`src/rtl/modulus_reload_counter.sv`:
```
module modulus_reload_counter #(
  parameter int W = 16
) (
  input  logic         clk,
  input  logic         rst_n,
  input  logic         run_en,
  input  logic         freeze_in,
  input  logic [5:0]   tick_in,
  input  logic         ext_clk_pin,
  input  logic         load_pin,
  input  logic         reg_wr,
  input  logic [1:0]   reg_addr,
  input  logic [W-1:0] reg_wdata,
  output logic [W-1:0] reg_rdata,
  output logic [W-1:0] bus_a,
  output logic [W-1:0] bus_b,
  output logic         irq
);
  localparam int SYNC = 3;
  localparam logic [1:0] A_CTL = 2'd0, A_CNT = 2'd1, A_MOD = 2'd2;

  logic [SYNC-1:0] ext_s, ld_s;
  logic [W-1:0]    cnt_q, mod_q;
  logic [2:0]      clk_sel, irq_lvl;
  logic [1:0]      ld_edge;
  logic            drv_a, drv_b, frz_en, flag_q;

  always_ff @(posedge clk or negedge rst_n)
    if (!rst_n) begin
      ext_s <= '0;
      ld_s  <= '0;
    end else begin
      ext_s <= {ext_s[SYNC-2:0], ext_clk_pin};
      ld_s  <= {ld_s[SYNC-2:0], load_pin};
    end

  wire ext_rise = ext_s[1] & ~ext_s[2];
  wire ext_fall = ~ext_s[1] & ext_s[2];
  wire ld_rise  = ld_s[1] & ~ld_s[2];
  wire ld_fall  = ~ld_s[1] & ld_s[2];

  wire wr_ctl = reg_wr && reg_addr == A_CTL;
  wire wr_cnt = reg_wr && reg_addr == A_CNT;
  wire wr_mod = reg_wr && reg_addr == A_MOD;

  wire       active   = run_en & ~(freeze_in & frz_en);
  wire [7:0] sources  = {ext_fall, ext_rise, tick_in};
  wire       tap_hit  = sources[clk_sel];
  wire       load_hit = (ld_edge[0] & ld_rise) | (ld_edge[1] & ld_fall);
  wire       at_top   = &cnt_q;
  wire       ovf      = active & tap_hit & at_top & ~load_hit & ~wr_cnt;

  always_ff @(posedge clk or negedge rst_n)
    if (!rst_n)                  cnt_q <= '0;
    else if (wr_cnt)             cnt_q <= reg_wdata;
    else if (active && load_hit) cnt_q <= mod_q;
    else if (active && tap_hit)  cnt_q <= at_top ? mod_q : cnt_q + 1'b1;

  always_ff @(posedge clk or negedge rst_n)
    if (!rst_n)                mod_q <= '0;
    else if (wr_cnt || wr_mod) mod_q <= reg_wdata;

  always_ff @(posedge clk or negedge rst_n)
    if (!rst_n) begin
      clk_sel <= '0;
      drv_a   <= 1'b0;
      drv_b   <= 1'b0;
      ld_edge <= '0;
      irq_lvl <= '0;
      frz_en  <= 1'b0;
    end else if (wr_ctl) begin
      clk_sel <= reg_wdata[2:0];
      drv_a   <= reg_wdata[3];
      drv_b   <= reg_wdata[4];
      ld_edge <= reg_wdata[6:5];
      irq_lvl <= reg_wdata[9:7];
      frz_en  <= reg_wdata[10];
    end

  always_ff @(posedge clk or negedge rst_n)
    if (!rst_n)                         flag_q <= 1'b0;
    else if (ovf)                       flag_q <= 1'b1;
    else if (wr_ctl && reg_wdata[11])   flag_q <= 1'b0;

  wire [13:0] ctl_word = {ld_s[1], ext_s[1], flag_q, frz_en, irq_lvl,
                          ld_edge, drv_b, drv_a, clk_sel};

  always_comb
    case (reg_addr)
      A_CTL:   reg_rdata = W'(ctl_word);
      A_CNT:   reg_rdata = cnt_q;
      A_MOD:   reg_rdata = mod_q;
      default: reg_rdata = '0;
    endcase

  assign bus_a = drv_a ? cnt_q : '0;
  assign bus_b = drv_b ? cnt_q : '0;
  assign irq   = flag_q & (|irq_lvl);
endmodule

```
`config.mk`:
```
export PLATFORM = sky130hd
export DESIGN_NAME = modulus_reload_counter
export DESIGN_NICKNAME = d
export VERILOG_FILES = /design/src/rtl/modulus_reload_counter.sv
export SDC_FILE = /design/constraint.sdc
export NUM_CORES = 1
export LEC_CHECK = 0
export ABC_CLOCK_PERIOD_IN_PS = 5300
export BUFFER_PORTS_ARGS = -buffer_cell sky130_fd_sc_hd__buf_2
export CAP_MARGIN = 20
export CORE_MARGIN = 1
export CORE_UTILIZATION = 58
export DETAILED_ROUTE_END_ITERATION = 6
export GPL_TIMING_DRIVEN = 0
export PLACE_DENSITY = 0.86
export SYNTH_ARGS = -nofsm -noshare
export SYNTH_HDL_FRONTEND = slang
export SYNTH_SLANG_ARGS = --single-unit
```
`constraint.sdc`:
```
create_clock -name clk -period 5.3 [get_ports clk]
set_input_delay 0.265 -clock clk [delete_from_list [all_inputs] [get_ports clk]]
set_output_delay 0.265 -clock clk [all_outputs]
set_load 0.01 [all_outputs]
```
==> results.py <==
metrics = {
    "sta": {
        "fin_crit_sh_pct": 49.4,
        "grt_setup_unrepaired": "false",
        "final-hold-violation-count": 0,
        "setup_viol": 0,
        "relSlewSlack_pct": 36.1,
        "fmaxAchievable_ghz": 0.382,
        "slew_violations": 0,
        "fin_tns_setup_ns": 0,
        "hold_slack_ns": 0.0612,
        "fin_crit_ns": 2.62,
        "worstMarginPinSlew_ns": 0.957,
        "skew_ns": 0.00995,
    },
    "route": {
        "firstDrtPassIters": 5,
        "wl_per_cell_um": 17.8,
        "drc_errors": 0,
        "drtIter0Drc": 283,
        "wl_um": 8910,
        "ant_nets": 0,
        "vias_per_cell": 6.10,
        "vias": 3056,
    },
    "final_layout": {
        "n_antenna_cell": 0,
        "nets": 462,
        "syn_to_final_growth_pct": 19.3,
        "drive_above_1_share_pct": 30.6,
        "layout.cells.most_common": "buf_2",
        "final_cell_mix": "buf_2 (91), dfrtp_1 (50), nand2_1 (37)",
    },
    "synthesis": {
        "synth_ff_type": "dfrtp_1",
        "synth.yosys.seq_area_share_pct": 39.4,
        "syn_nets": 376,
        "synth_edf_count": 0,
        "yosys.area.top_type": "dfrtp_1",
        "syn_area_um2": 3180,
        "synth_top_area_share_pct": 39.4,
        "synth-seq-cells": 50,
        "ys_async_sr_fraction_pct": 100,
        "yosysWarnings": 0,
        "netlist-cell-type-count": 45,
        "syn_inst": 344,
        "synthTopCellsByArea": "dfrtp_1 (39%), mux2_2 (9.2%), and2_1 (6.3%)",
        "avgSynthCellArea_um2": 9.24,
    },
    "outcome": {
        "status": "finished clean",
    },
    "clocking": {
        "cts_htree_levels": 2,
        "cts_setup_buffers": 0,
        "clk_latency_ns": 0.31,
        "cts.sinks": 50,
        "cts_buffers": 5,
        "clk_pin_slew_ns": 0.09,
        "root_buffer": "clkbuf_8",
        "clockBufferDepth": 2,
        "post_cts_resized": 0,
        "cts_tree": "built",
    },
    "pwr": {
        "leakagePower_nw": 1.74,
        "ir_worst_vdd_mv": 0.255,
        "power_mw": 1.64,
        "power_per_cell_area_nw_per_um2": 434,
    },
    "global_routing": {
        "use_met3_pct": 3.95,
        "grtUsageMet2_pct": 50.0,
        "grt_pass1_wl_um": 14100,
        "busiest_layer": "met2",
        "grt_pass1_vias": 2835,
        "gr-total-overflow": 0,
        "grt.total_usage_pct": 31.4,
        "grt_antenna_before_repair": 0,
        "gr-usage-met1_pct": 42.8,
        "grt_max_degree": 51,
    },
    "critical_path": {
        "cp.required_ns": 5.52,
        "crit_chain": "ha_1 -> nand3_2 -> nor4_1 -> nor2_1 -> buf_2 -> a211o_1 -> a31oi_1",
        "critPathMaxFanout": 10,
        "cp-start-kind": "flop",
        "worst_ep_arrival_time_ns": 2.84,
        "crit_path_top_delay_cell": "nor4_1",
        "crit_path_max_incr_delay_ns": 0.59,
        "critPathCaptureType": "flop",
        "crit_type": "flop to flop",
    },
    "floorplan": {
        "die_height_um": 76.0,
        "rows": 26,
        "start_util_pct": 61.1,
        "die_w_um": 76.0,
        "die_area_um2": 5780,
        "core_area_um2": 5200,
        "io-pin-count": 80,
    },
    "min_path": {
        "hold_class": "input pin to flop",
    },
    "flow_run": {
        "max-cap-violations": 0,
    },
    "placed_design": {
        "place.gp.congestion": 0.913,
        "io_buffers": 77,
        "hpwl_um": 6440,
    },
}
report_power, final:
group          total (mW)  leakage, nW  internal, mW  switching, mW
sequential          0.588        0.578         0.478          0.110
clock               0.267       0.0579         0.139          0.127
combinational       0.791         1.11         0.371          0.420
total                1.64         1.74         0.987          0.657
routing by layer:
metal / share of wire [%] / wire length, um / up-vias
li1: - / - / 1399
met1: 41 / 3690 / 1426
met2: 46 / 4140 / 207
met3: 9.3 / 832 / 24
met4: 2.8 / 248 / 0
met5: 0 / 0 / -
cells by family (layout without fill, tap and decap cells):
family	count (synthesis)	in the layout	synth area share [%]
adder cells (fa/ha/maj)	1	1	0.394
flip-flops	50	50	39.4
XOR/XNOR	13	13	3.58
multiplexers	43	43	14.7
AND/OR/NAND/NOR	123	123	20.9
buffers and inverters	36	123	5.04
AO/OA/AOI/OAI	78	78	15.9
synthesized netlist by cell type (5+ instances only):
master	n
clkbuf_1	15
o21ai_0	19
a21oi_1	15
nand3_1	6
buf_2	14
nor3_1	15
dfrtp_1	50
mux2_2	26
and2_1	32
a211o_1	10
a31oi_1	13
nand2_1	37
xnor2_1	12
nor2_1	9
inv_1	5
mux2i_1	16
final timing paths:
| path | startpoint | end | slack (ns) | cells after the start |
|---|---|---|---|---|
| worst max-delay path | cnt_q[0]$_DFFE_PN0P_ | cnt_q[6]$_DFFE_PN0P_ | 2.68 | 7 |
| worst min-delay path | load_pin | ld_s[0]$_DFF_PN0_ | 0.06 | 1 |
| worst max register to register | cnt_q[0]$_DFFE_PN0P_ | cnt_q[6]$_DFFE_PN0P_ | 2.68 | 7 |
| worst min register to register | ld_s[0]$_DFF_PN0_ | ld_s[1]$_DFF_PN0_ | 0.36 | 0 |
| max in group asynchronous | rst_n | mod_q[13]$_DFFE_PN0P_ | 4.31 | 3 |
| min in group asynchronous | rst_n | cnt_q[12]$_DFFE_PN0P_ | 0.46 | 2 |
critical path: cells and delay by family (launching register included):
kind                     cells  cell delay (ns)
buffers and inverters        1             0.26
adder cells (fa/ha/maj)      1             0.26
AO/OA/AOI/OAI                2             0.48
flip-flops                   1             0.53
AND/OR/NAND/NOR              3             1.00
state kept, by name, indices dropped and copies added, names as in the netlist:
| signal | cells |
|---|---|
| cnt_q | 16 |
| mod_q | 16 |
| clk_sel | 3 |
| ext_s | 3 |
| irq_lvl | 3 |
| ld_s | 3 |
| ld_edge | 2 |
| drv_a | 1 |
| drv_b | 1 |
| flag_q | 1 |
| frz_en | 1 |
through the flow:
stage | instance area, um^2 | util, % | setup slack [ns] | instances
2_1_floorplan | 3180 | - | 3.19 | 344
3_5_place_dp | 3650 | 70.1 | 2.80 | 491
5_1_grt | 3790 | 72.8 | 2.59 | 501
4_1_cts | 3760 | 72.2 | 2.78 | 499
6_report | 3790 | 72.8 | 2.68 | 501
3_3_place_gp | 3650 | 70.1 | 2.86 | 491
layout make-up:
type,count,area (um^2)
well taps,70,87.6
plain buffers,31,141
clock inverters,3,40.0
flip-flops and latches,50,1250
clock buffers,5,68.8
inverters,5,18.8
multi-input cells,258,1770
fillers,422,1420
repair buffers,79,415
what timing repair did:
item / 4_1_cts / 5_1_grt
hold endpoints to repair: 0 / 21
setup endpoints to repair: 0 / 0
hold buffers: 0 / 1
Note: power is estimated with default switching activity, not from simulation.
